<file path="config.mk">
export PLATFORM = sky130hd
export DESIGN_NAME = spi_burst_master
export DESIGN_NICKNAME = d
export VERILOG_FILES = /design/src/rtl/spi_burst_pkg.sv /design/src/rtl/spi_burst_clkgen.sv /design/src/rtl/spi_burst_shifter.sv /design/src/rtl/spi_burst_master.sv
export SDC_FILE = /design/constraint.sdc
export NUM_CORES = 1
export LEC_CHECK = 0
export BUFFER_PORTS_ARGS = -buffer_cell sky130_fd_sc_hd__buf_2
export CAP_MARGIN = 20
export CORE_MARGIN = 4
export CORE_UTILIZATION = 47
export DETAILED_ROUTE_END_ITERATION = 12
export SYNTH_ARGS = -nofsm -noshare
export SYNTH_HDL_FRONTEND = slang
export SYNTH_HIERARCHICAL = 1
export SYNTH_SLANG_ARGS = --single-unit
</file>
<file path="constraint.sdc">
create_clock -name clk -period 5.7 [get_ports clk]
set_input_delay 1.14 -clock clk [delete_from_list [all_inputs] [get_ports clk]]
set_output_delay 1.14 -clock clk [all_outputs]
set_load 0.01 [all_outputs]
</file>
<file path="src/rtl/spi_burst_pkg.sv">
package spi_burst_pkg;

   // Register offsets; the transfer engine and software agree on these.
   localparam logic [7:0] OFF_CTRL = 8'h00;
   localparam logic [7:0] OFF_OPC  = 8'h04;
   localparam logic [7:0] OFF_DAT  = 8'h08;
   localparam logic [7:0] OFF_CFG  = 8'h28;
   localparam logic [7:0] OFF_CS   = 8'h38;

   localparam int REG_W     = 32;
   localparam int BIT_START = 8;
   localparam int BIT_BUSY  = 16;
   localparam int DIV_LSB   = 16;
   localparam int NBYTES    = 8;      // bytes per direction
   localparam int CNT_W     = 4;      // count field width

   typedef struct packed {
      logic [CNT_W-1:0] rx;
      logic [CNT_W-1:0] tx;
   } xfer_cnt_t;

endpackage

</file>
<file path="src/rtl/spi_burst_clkgen.sv">
module spi_burst_clkgen #(
   parameter int DIV_W = 12
) (
   input  logic             clk,
   input  logic             rst_n,
   input  logic             run,
   input  logic [DIV_W-1:0] div,
   output logic             sck,
   output logic             rise,
   output logic             fall
);
   localparam int CW = DIV_W + 1;

   logic [CW-1:0] period, hi_len, lo_len, cnt;

   always_comb begin
      period = CW'(div) + CW'(2);
      hi_len = period >> 1;
      lo_len = period - hi_len;
      rise   = run && !sck && (cnt == lo_len - CW'(1));
      fall   = run &&  sck && (cnt == hi_len - CW'(1));
   end

   always_ff @(posedge clk or negedge rst_n) begin
      if (!rst_n) begin
         sck <= 1'b0;
         cnt <= '0;
      end else if (!run) begin
         sck <= 1'b0;
         cnt <= '0;
      end else if (rise || fall) begin
         sck <= !sck;
         cnt <= '0;
      end else begin
         cnt <= cnt + CW'(1);
      end
   end

   // A high phase is never longer than its programmed length
   assert_high_len_R6: assert property (@(posedge clk) disable iff (!rst_n)
      (sck && run) |-> (cnt < hi_len));

endmodule

</file>
<file path="src/rtl/spi_burst_shifter.sv">
module spi_burst_shifter
   import spi_burst_pkg::*;
(
   input  logic                  clk,
   input  logic                  rst_n,
   input  logic                  start,
   input  xfer_cnt_t             cnt,
   input  logic [8*NBYTES-1:0]   tx_stream,
   input  logic                  rise,
   input  logic                  fall,
   input  logic                  miso,
   output logic                  busy,
   output logic                  mosi,
   output logic                  rx_we,
   output logic [$clog2(NBYTES)-1:0] rx_slot,
   output logic [7:0]            rx_byte
);
   localparam int TOT_W  = $clog2(16*NBYTES + 1);
   localparam int SLOT_W = $clog2(NBYTES);
   localparam int SR_W   = 8*NBYTES;

   logic [TOT_W-1:0] bit_idx, last_idx, tx_bits, rx_pos, next_idx, total_bits;
   logic [SR_W-1:0]  txsr;
   logic [6:0]       rxsr;
   logic             in_rx;

   always_comb begin
      total_bits = (TOT_W'(cnt.tx) + TOT_W'(cnt.rx)) << 3;
      in_rx      = (bit_idx >= tx_bits);
      rx_pos     = bit_idx - tx_bits;
      next_idx   = bit_idx + TOT_W'(1);
   end

   always_ff @(posedge clk or negedge rst_n) begin
      if (!rst_n) begin
         busy     <= 1'b0;
         mosi     <= 1'b0;
         bit_idx  <= '0;
         last_idx <= '0;
         tx_bits  <= '0;
         txsr     <= '0;
         rxsr     <= '0;
         rx_we    <= 1'b0;
         rx_slot  <= '0;
         rx_byte  <= '0;
      end else begin
         rx_we <= 1'b0;
         if (start && !busy && (total_bits != '0)) begin
            busy     <= 1'b1;
            bit_idx  <= '0;
            tx_bits  <= TOT_W'(cnt.tx) << 3;
            last_idx <= total_bits - TOT_W'(1);
            txsr     <= tx_stream;
            mosi     <= (cnt.tx != '0) ? tx_stream[SR_W-1] : 1'b0;
         end else if (busy) begin
            if (rise && in_rx) begin
               rxsr <= {rxsr[5:0], miso};
               if (bit_idx[2:0] == 3'd7) begin
                  rx_we   <= 1'b1;
                  rx_byte <= {rxsr, miso};
                  rx_slot <= SLOT_W'(rx_pos >> 3);
               end
            end
            if (fall) begin
               if (bit_idx == last_idx) begin
                  busy <= 1'b0;
                  mosi <= 1'b0;
               end else begin
                  bit_idx <= next_idx;
                  txsr    <= txsr << 1;
                  mosi    <= (next_idx < tx_bits) ? txsr[SR_W-2] : 1'b0;
               end
            end
         end
      end
   end

   // Nothing but zeros leaves on MOSI once receiving has begun
   assert_mosi_quiet_rx_R5: assert property (@(posedge clk) disable iff (!rst_n)
      (busy && in_rx) |-> !mosi);

   // A received byte is only ever delivered while a transfer runs
   assert_rx_in_xfer_R4: assert property (@(posedge clk) disable iff (!rst_n)
      rx_we |-> $past(busy));

endmodule

</file>
<file path="src/rtl/spi_burst_master.sv">
module spi_burst_master
   import spi_burst_pkg::*;
#(
   parameter int ADDR_W    = 8,
   parameter int DIV_W     = 12,
   parameter int DIV_RESET = 3,
   parameter bit RDATA_REG = 1'b0
) (
   input  logic              clk,
   input  logic              rst_n,
   input  logic [ADDR_W-1:0] reg_addr,
   input  logic              reg_we,
   input  logic [31:0]       reg_wdata,
   output logic [31:0]       reg_rdata,
   output logic              spi_sck,
   output logic              spi_cs_n,
   output logic              spi_mosi,
   input  logic              spi_miso
);
   localparam int SLOT_W = $clog2(NBYTES);

   generate
      if (DIV_W < 1 || DIV_W > 12) begin : g_bad_div
         $error("DIV_W must lie in 1..12");
      end
      if (ADDR_W < 6) begin : g_bad_addr
         $error("ADDR_W must cover offset 0x38");
      end
      if (DIV_RESET < 0 || DIV_RESET >= (1 << DIV_W)) begin : g_bad_rst
         $error("DIV_RESET does not fit DIV_W");
      end
   endgenerate

   xfer_cnt_t           cnt_q;
   logic [31:0]         opc_q, dat_q, rd_mux;
   logic [DIV_W-1:0]    div_q;
   logic                cs_q, busy, start_go, rise, fall;
   logic                wr_ctrl, wr_opc, wr_dat, wr_cfg, wr_cs;
   logic                rx_we;
   logic [SLOT_W-1:0]   rx_slot;
   logic [7:0]          rx_byte;
   logic [8*NBYTES-1:0] tx_stream;

   function automatic logic [CNT_W-1:0] clamp(input logic [CNT_W-1:0] v);
      return (v > CNT_W'(NBYTES)) ? CNT_W'(NBYTES) : v;
   endfunction

   always_comb begin
      wr_ctrl  = reg_we && (reg_addr == ADDR_W'(OFF_CTRL));
      wr_opc   = reg_we && (reg_addr == ADDR_W'(OFF_OPC));
      wr_dat   = reg_we && (reg_addr == ADDR_W'(OFF_DAT));
      wr_cfg   = reg_we && (reg_addr == ADDR_W'(OFF_CFG));
      wr_cs    = reg_we && (reg_addr == ADDR_W'(OFF_CS));
      start_go = wr_ctrl && !busy && reg_wdata[BIT_START];
      // Send order: first opcode byte, then opcode's upper bytes high to low,
      // then the data register low to high.
      tx_stream = {opc_q[7:0], opc_q[31:24], opc_q[23:16], opc_q[15:8],
                   dat_q[7:0], dat_q[15:8], dat_q[23:16], dat_q[31:24]};
   end

   always_ff @(posedge clk or negedge rst_n) begin
      if (!rst_n) begin
         cnt_q <= '0;
         div_q <= DIV_W'(DIV_RESET);
         cs_q  <= 1'b0;
         opc_q <= '0;
         dat_q <= '0;
      end else begin
         if (wr_ctrl && !busy) begin
            cnt_q.tx <= clamp(reg_wdata[3:0]);
            cnt_q.rx <= clamp(reg_wdata[7:4]);
         end
         if (wr_cfg) div_q <= reg_wdata[DIV_LSB +: DIV_W];
         if (wr_cs)  cs_q  <= reg_wdata[0];
         if (wr_opc) opc_q <= reg_wdata;
         if (wr_dat) dat_q <= reg_wdata;
         if (rx_we) begin
            if (rx_slot[SLOT_W-1]) opc_q[{rx_slot[1:0], 3'b000} +: 8] <= rx_byte;
            else                   dat_q[{rx_slot[1:0], 3'b000} +: 8] <= rx_byte;
         end
      end
   end

   xfer_cnt_t start_cnt;
   always_comb begin
      start_cnt.tx = clamp(reg_wdata[3:0]);
      start_cnt.rx = clamp(reg_wdata[7:4]);
   end

   spi_burst_clkgen #(.DIV_W(DIV_W)) u_clk (
      .clk (clk), .rst_n (rst_n), .run (busy), .div (div_q),
      .sck (spi_sck), .rise (rise), .fall (fall)
   );

   spi_burst_shifter u_shift (
      .clk (clk), .rst_n (rst_n), .start (start_go), .cnt (start_cnt),
      .tx_stream (tx_stream), .rise (rise), .fall (fall), .miso (spi_miso),
      .busy (busy), .mosi (spi_mosi), .rx_we (rx_we), .rx_slot (rx_slot),
      .rx_byte (rx_byte)
   );

   assign spi_cs_n = !cs_q;

   always_comb begin
      rd_mux = '0;
      if (reg_addr == ADDR_W'(OFF_CTRL)) begin
         rd_mux[BIT_BUSY] = busy;
         rd_mux[7:0]      = cnt_q;
      end else if (reg_addr == ADDR_W'(OFF_OPC)) begin
         rd_mux = opc_q;
      end else if (reg_addr == ADDR_W'(OFF_DAT)) begin
         rd_mux = dat_q;
      end else if (reg_addr == ADDR_W'(OFF_CFG)) begin
         rd_mux[DIV_LSB +: DIV_W] = div_q;
      end else if (reg_addr == ADDR_W'(OFF_CS)) begin
         rd_mux[0] = cs_q;
      end
   end

   generate
      if (RDATA_REG) begin : g_rd_reg
         always_ff @(posedge clk or negedge rst_n) begin
            if (!rst_n) reg_rdata <= '0;
            else        reg_rdata <= rd_mux;
         end
      end else begin : g_rd_comb
         assign reg_rdata = rd_mux;
      end
   endgenerate

   assert_cs_write_R7: assert property (@(posedge clk) disable iff (!rst_n)
      wr_cs |=> (spi_cs_n == !$past(reg_wdata[0])));

   assert_sck_idle_R5: assert property (@(posedge clk) disable iff (!rst_n)
      !busy |-> !spi_sck);

   assert_mosi_edge_R5: assert property (@(posedge clk) disable iff (!rst_n)
      !$stable(spi_mosi) |-> !spi_sck);

   assert_busy_start_R2: assert property (@(posedge clk) disable iff (!rst_n)
      $rose(busy) |-> $past(start_go));

   assert_start_ignored_R8: assert property (@(posedge clk) disable iff (!rst_n)
      (wr_ctrl && busy) |=> (cnt_q == $past(cnt_q)));

   assert_count_clamp_R9: assert property (@(posedge clk) disable iff (!rst_n)
      (cnt_q.tx <= CNT_W'(NBYTES)) && (cnt_q.rx <= CNT_W'(NBYTES)));

endmodule

</file>
# Yosys cells after proc, flatten, opt, wreduce, memory -nomap -nowiden
# Cells that the tools add are included.
# word_totals
reg_bits	203
input_bits	44
out_inout_bits	35
wordCells	120
# classes
n_addsub	10
n_lt_le_gt_ge	4
n_eq_ne	10
shifts	2
mux	48
n_bitwise	1
reduce_logical	27
# ops
cell	n
2-to-1 mux 63 bit	4
2-to-1 mux 32 bit	7
bitwise mux 32 bit	2
2-to-1 mux 8 bit	6
variable shift 8 x 7 -> 32 bit (first input constant)	1
indexed part select 8 x 7 -> 32 bit	1
2-to-1 mux 15 bit	2
equality test 13 bit	2
2-to-1 mux 13 bit	2
2-to-1 mux 12 bit	2
2-to-1 mux 1 bit	20
equality test 8 x 6 -> 1 bit (second input constant)	2
logical AND 1 bit	14
adder 12 x 2 -> 13 bit (second input constant)	1
adder 13 x 1 -> 13 bit (second input constant)	1
subtractor 12 x 1 -> 13 bit (second input constant)	1
subtractor 13 x 1 -> 13 bit (second input constant)	1
subtractor 13 x 12 -> 13 bit	1
2-to-1 mux 4 bit	3
adder 8 x 1 -> 8 bit (second input constant)	1
equality test 8 x 3 -> 1 bit (second input constant)	1
equality test 8 x 4 -> 1 bit (second input constant)	1
equality test 8 bit	1
>= comparator 8 x 7 -> 1 bit	1
other kinds (19)	24

# Longest topological paths before layout
# logic_depth
depth_word	9
depth_mapped	20
mapped_depth_nobuf	17

# By module
# Netlist, hierarchy kept.
# modules_own_cells
module	instances	cells_each	area_each_um2	seq_area_each_um2
spi_burst_shifter	1	413	5001.0	2552.4
spi_burst_master	1	442	4594.4	2129.5
spi_burst_clkgen	1	286	2392.3	350.3

# Worst setup path before layout
# OpenSTA, ideal clock, no wires.
# synth_timing
path_kind	reg-to-reg
startpoint	reg div_q[1]
endpoint	reg u_shift.rx_byte[0]
arrival_ns	4.683
required_time_ns	5.575
setup_slack_ns	0.892
path_stages_with_launch	19
synth_period_minus_slack_ns	4.808
cell_sequence	dfstp_2 -> ha_1 -> buf_4 -> nand3_1 -> xor2_1 -> ha_1 -> nor2_1 -> or4b_1 -> nand4_2 -> nand2_1 -> xnor2_1 -> nand3b_1 -> a2111o_1 -> nor4_1 -> and4_1 -> o21ai_0 -> a31oi_1 -> clkbuf_1 -> mux2_2
# synth_between
elab_chain_cells	7
# synth_rtl
element	line	source
from (decl)	spi_burst_master.sv:36	logic [DIV_W-1:0] div_q;
from (signal assigned)	spi_burst_master.sv:64	div_q <= DIV_W'(DIV_RESET);
from (signal assigned)	spi_burst_master.sv:73	if (wr_cfg) div_q <= reg_wdata[DIV_LSB +: DIV_W];
adder 12 x 2 -> 13 bit	spi_burst_clkgen.sv:17	period = CW'(div) + CW'(2);
subtractor 13 x 12 -> 13 bit	spi_burst_clkgen.sv:19	lo_len = period - hi_len;
subtractor 13 x 1 -> 13 bit	spi_burst_clkgen.sv:20	rise = run && !sck && (cnt == lo_len - CW'(1));
equality test 13 bit	spi_burst_clkgen.sv:20	
logical AND 1 bit	spi_burst_clkgen.sv:20	
named net rise	spi_burst_master.sv:37	logic cs_q, busy, start_go, rise, fall;
logical AND 1 bit	spi_burst_shifter.sv:56	if (rise && in_rx) begin
AND reduction 4 bit (no line)	--	
to (signal assigned)	spi_burst_shifter.sv:60	rx_byte <= {rxsr, miso};
to (decl)	spi_burst_shifter.sv:16	output logic [7:0] rx_byte
# The timed path passes the listed nets, and every way through them passes these cells.
# A chain may end at the register's enable or synchronous reset.

# Worst setup path in the final report
# layout_timing
startpoint	reg div_q[1]
endpoint	reg u_shift.rx_byte[2]
# Same word-level chain as after synthesis.

==> results_dict.tcl <==
set metrics [dict create \
    fp.coreArea_sq_um 25110 \
    final_max_slew_viol_count 0 \
    tritoncts "done" \
    floorplan.die_area_sq_um 28130 \
    post_cts_buffers 0 \
    grt_antenna_before_repair 0 \
    outcome "completed" \
    route.detailed.vias_per_inst 5.863 \
    post-route-worst-setup-slack_ns 0.3748 \
    post-synth-top-area-fraction_pct 41.54 \
    final_net_count 1273 \
    tns_ns 0 \
    cts_hold_buf 0 \
    routabilityCongestion 0.8500 \
    synth_area_leader_cell "sky130_fd_sc_hd__dfrtp_1" \
    groute.usage.overall_pct 23.06 \
    postRouteWirelength_microns 32720 \
    async_flop_share_pct 100.0 \
    yosys_most_used_dff "sky130_fd_sc_hd__dfrtp_1" \
    initial_core_util_pct 47.74 \
    first_pass_grt_wire_length_microns 52490 \
    synth-edff-count 0 \
    detailedPlace.worstSlack_ns 0.2752 \
    synth.ff_latch_count 201 \
    synthesis.yosys.warnings 6 \
    setup.worst_path.end_class "flip-flop" \
    critPathLaunchType "flip-flop" \
    seq_area_frac_synth_pct 41.98 \
    int_power_mw 2.796 \
    placementRows 58 \
    period_needed_ns 5.325 \
    via_count_of_the_first_global_routing_pass 9070 \
    io_buffer_count 78 \
    critical_path.cell_chain "ha_1 -> nand3_1 -> xor2_2 -> ha_1 -> nor2_1 -> or4b_1 -> nand4_2 -> nand2_1 -> xnor2_1 -> nand3b_1 -> a2111o_1 -> nor4_1 -> buf_4 -> and4_1 -> o21ai_0 -> a31oi_1 -> buf_4 -> mux2_2" \
    overflow 0 \
    timing.critical_path.slowest_cell_delay_ns 0.65 \
    ant_nets 0 \
    detailedRoute.firstIterationViolations 660 \
    timing_worst_setup_path_type "reg2reg" \
    cts_num_sinks 201 \
    antenna_cells 0 \
    clk_root_buffer_cell "sky130_fd_sc_hd__clkbuf_16" \
    ir_worst_vdd_uv 281.5 \
    boundaryPins 79 \
    worst_pin_slew_ns 0.9750 \
    path_clk_slew_ns 0.06 \
    final_standard_cell_count_with_taps_included_and_fillers_excluded 1530 \
    worst-endpoint-required_ns 6.09 \
    p_sw_mw 0.8867 \
    static_leakage_nw 6.391 \
    timing.fmax_mhz 187.8 \
    crit_slowest_cell "sky130_fd_sc_hd__dfstp_2" \
    die_w_microns 167.7 \
    layout-drive-gt1-share_pct 27.75 \
    clock_latency_ns 0.51 \
    setup_viol 0 \
    synth.lib_cells_used.distinct 84 \
    power_frac_seq_pct 41.7 \
    num_vias 8971 \
    cts-htree-levels 1 \
    slew_headroom_pct 35.00 \
    synthCells 1141 \
    combPwrFrac_pct 11.6 \
    portion_of_total_power_attributed_to_the_clock_network_pct 46.6 \
    syn_nets 1231 \
    placed_cells_incl_taps 1487 \
    dp_hpwl_microns 22570 \
    dieHeight_microns 167.7 \
    min_path_type "reg2reg" \
    drt-wirelength-per-cell_microns 21.39 \
    sw_ratio_pct 24.08 \
    remaining_drc_errors 0 \
    area_delta_synth_final_pct 12.86 \
    cell_area_after_technology_mapping_sq_um 11990 \
    power.density_cell_area_nw_per_um2 272.2 \
    timing_hold_violations_final 0 \
    grt_setup_unrepaired "false" \
    power_mw 3.682 \
    crit_fanout 12 \
    worst_clock_skew_ns 0.008533 \
    syn_avg_cell_area_sq_um 10.51 \
    max_cap_viol_count 0 \
    cts_inserted_buffers 24 \
    worst-endpoint-arrival_ns 5.72 \
    grt_max_degree 118 \
    clock_tree.buffer_depth 3 \
    netlist_top_cells_area "sky130_fd_sc_hd__dfrtp_1 (42%), sky130_fd_sc_hd__mux2i_1 (6.3%), sky130_fd_sc_hd__o221a_2 (5.7%)" \
    drt-pass1-iter-count 5 \
    period_share_pct 93.42 \
]
state kept, by name, summed over array words and instances, names as in the netlist:
register,count
u_clk/sck,1
u_shift/tx_bits,4
cs_q,1
opc_q,32
u_shift/mosi,1
u_shift/busy,1
u_shift/rx_slot,3
u_shift/last_idx,6
u_shift/bit_idx,8
u_clk/cnt,13
div_q,12
u_shift/txsr,63
cnt_q,8
u_shift/rx_we,1
u_shift/rxsr,7
u_shift/rx_byte,8
dat_q,32
metal layers:
metal / global-route usage (%) / vias to the layer above / wire, microns
met2: 36.59 / 240 / 14970
li1: - / 4235 / -
met3: 3.116 / 44 / 1685
met1: 33.72 / 4452 / 15340
met4: 5.505 / 0 / 728
met5: 0 / - / 0
power by group through the flow:
stage          clock, mW  sequential, mW  combinational (mW)
5_1_grt             1.81            1.54               0.479
3_3_place_gp           0            1.56               0.423
3_5_place_dp           0            1.56               0.426
6_report            1.72            1.54               0.428
2_1_floorplan          0            1.54               0.307
4_1_cts             1.75            1.54               0.429
worst max-delay path: cells and delay by family, from the launching register on:
family          cells  cell delay (ns)
fa+ha+maj           2             0.77
xor+xnor            2             0.59
compound gates      3             0.63
buf+inv             2             0.45
simple gates        8             1.77
mux                 1             0.35
flops               1             0.65
placed cells by master, fill, tap and decap left out, drive strengths merged, types with 8 or more instances in the layout:
cell type,Yosys,routed
xnor2,45,45
nor3,8,8
and3,14,14
mux2i,75,75
clkbuf,52,34
buf,29,96
o221a,61,61
inv,43,43
and4b,15,15
o21ai,60,60
nor2,47,47
nand2,76,76
o2bb2ai,24,24
a21oi,19,19
nand3,22,22
ha,44,44
nor2b,16,16
and2,8,8
nand4,12,12
or2,64,64
a221oi,11,11
mux2,43,43
nand2b,8,8
a22o,12,12
dfrtp,199,199
xor2,30,30
kinds of logic (layout without fill, tap and decap cells):
kind of cell	Yosys count	count (layout)	share of synthesized area, %
fa+ha+maj	46	46	4.926
mux	118	118	10.30
buf+inv	124	183	4.478
simple gates	332	332	16.18
flops	201	201	41.98
compound gates	245	245	16.53
xor+xnor	75	75	5.605
synth_stat cells (all sizes together), types with 4 or more instances:
cell,number
a21o,6
a21oi,19
a221oi,11
a22o,12
a22oi,7
and2,8
and3,14
and4,4
and4b,15
buf,29
clkbuf,52
dfrtp,199
ha,44
inv,43
mux2,43
mux2i,75
nand2,76
nand2b,8
nand3,22
nand3b,4
nand4,12
nor2,47
nor2b,16
nor3,8
nor4,6
nor4b,4
o211ai,7
o21ai,60
o221a,61
o2bb2ai,24
o31ai,5
o32ai,5
or2,64
or3,7
or4,6
xnor2,45
xor2,30
through the flow:
step           hold slack, ns  util, %  area, sq um
2_1_floorplan          0.4511        -        11990
3_3_place_gp           0.4733    50.27        12620
3_5_place_dp           0.4752    50.27        12620
4_1_cts                0.4919    53.85        13520
5_1_grt                0.5222    53.88        13530
6_report               0.4862    53.88        13530
cell type report:
class                           count  area [sq um]
Inverter                           43         161.4
Sequential cell                   201          5032
Timing Repair Buffer               97         566.8
Fill cell                        2335         11580
Clock buffer                       33         695.7
Clock inverter                     10         203.9
Multi-Input combinational cell    816          6456
Tap cell                          330         412.9
path summary, 6_finish.rpt:
path	depth (start not counted)	slack (ns)	end	from
worst max-delay path	18	0.37	u_shift/rx_byte[2]	div_q[1]
min in group asynchronous	1	0.77	div_q[11]	rst_n
worst min-delay path	1	0.49	u_shift/last_idx[2]	u_shift/last_idx[2]
max in group asynchronous	2	3.71	dat_q[17]	rst_n
worst max register to register	18	0.37	u_shift/rx_byte[2]	div_q[1]
worst min register to register	1	0.49	u_shift/last_idx[2]	u_shift/last_idx[2]
repair_timing:
item,CTS,global route
resized for setup,0,1
endpoints found under the setup margin,0,9
endpoints found under the hold margin,0,0
No activity file was read; power rests on OpenSTA's default activity.
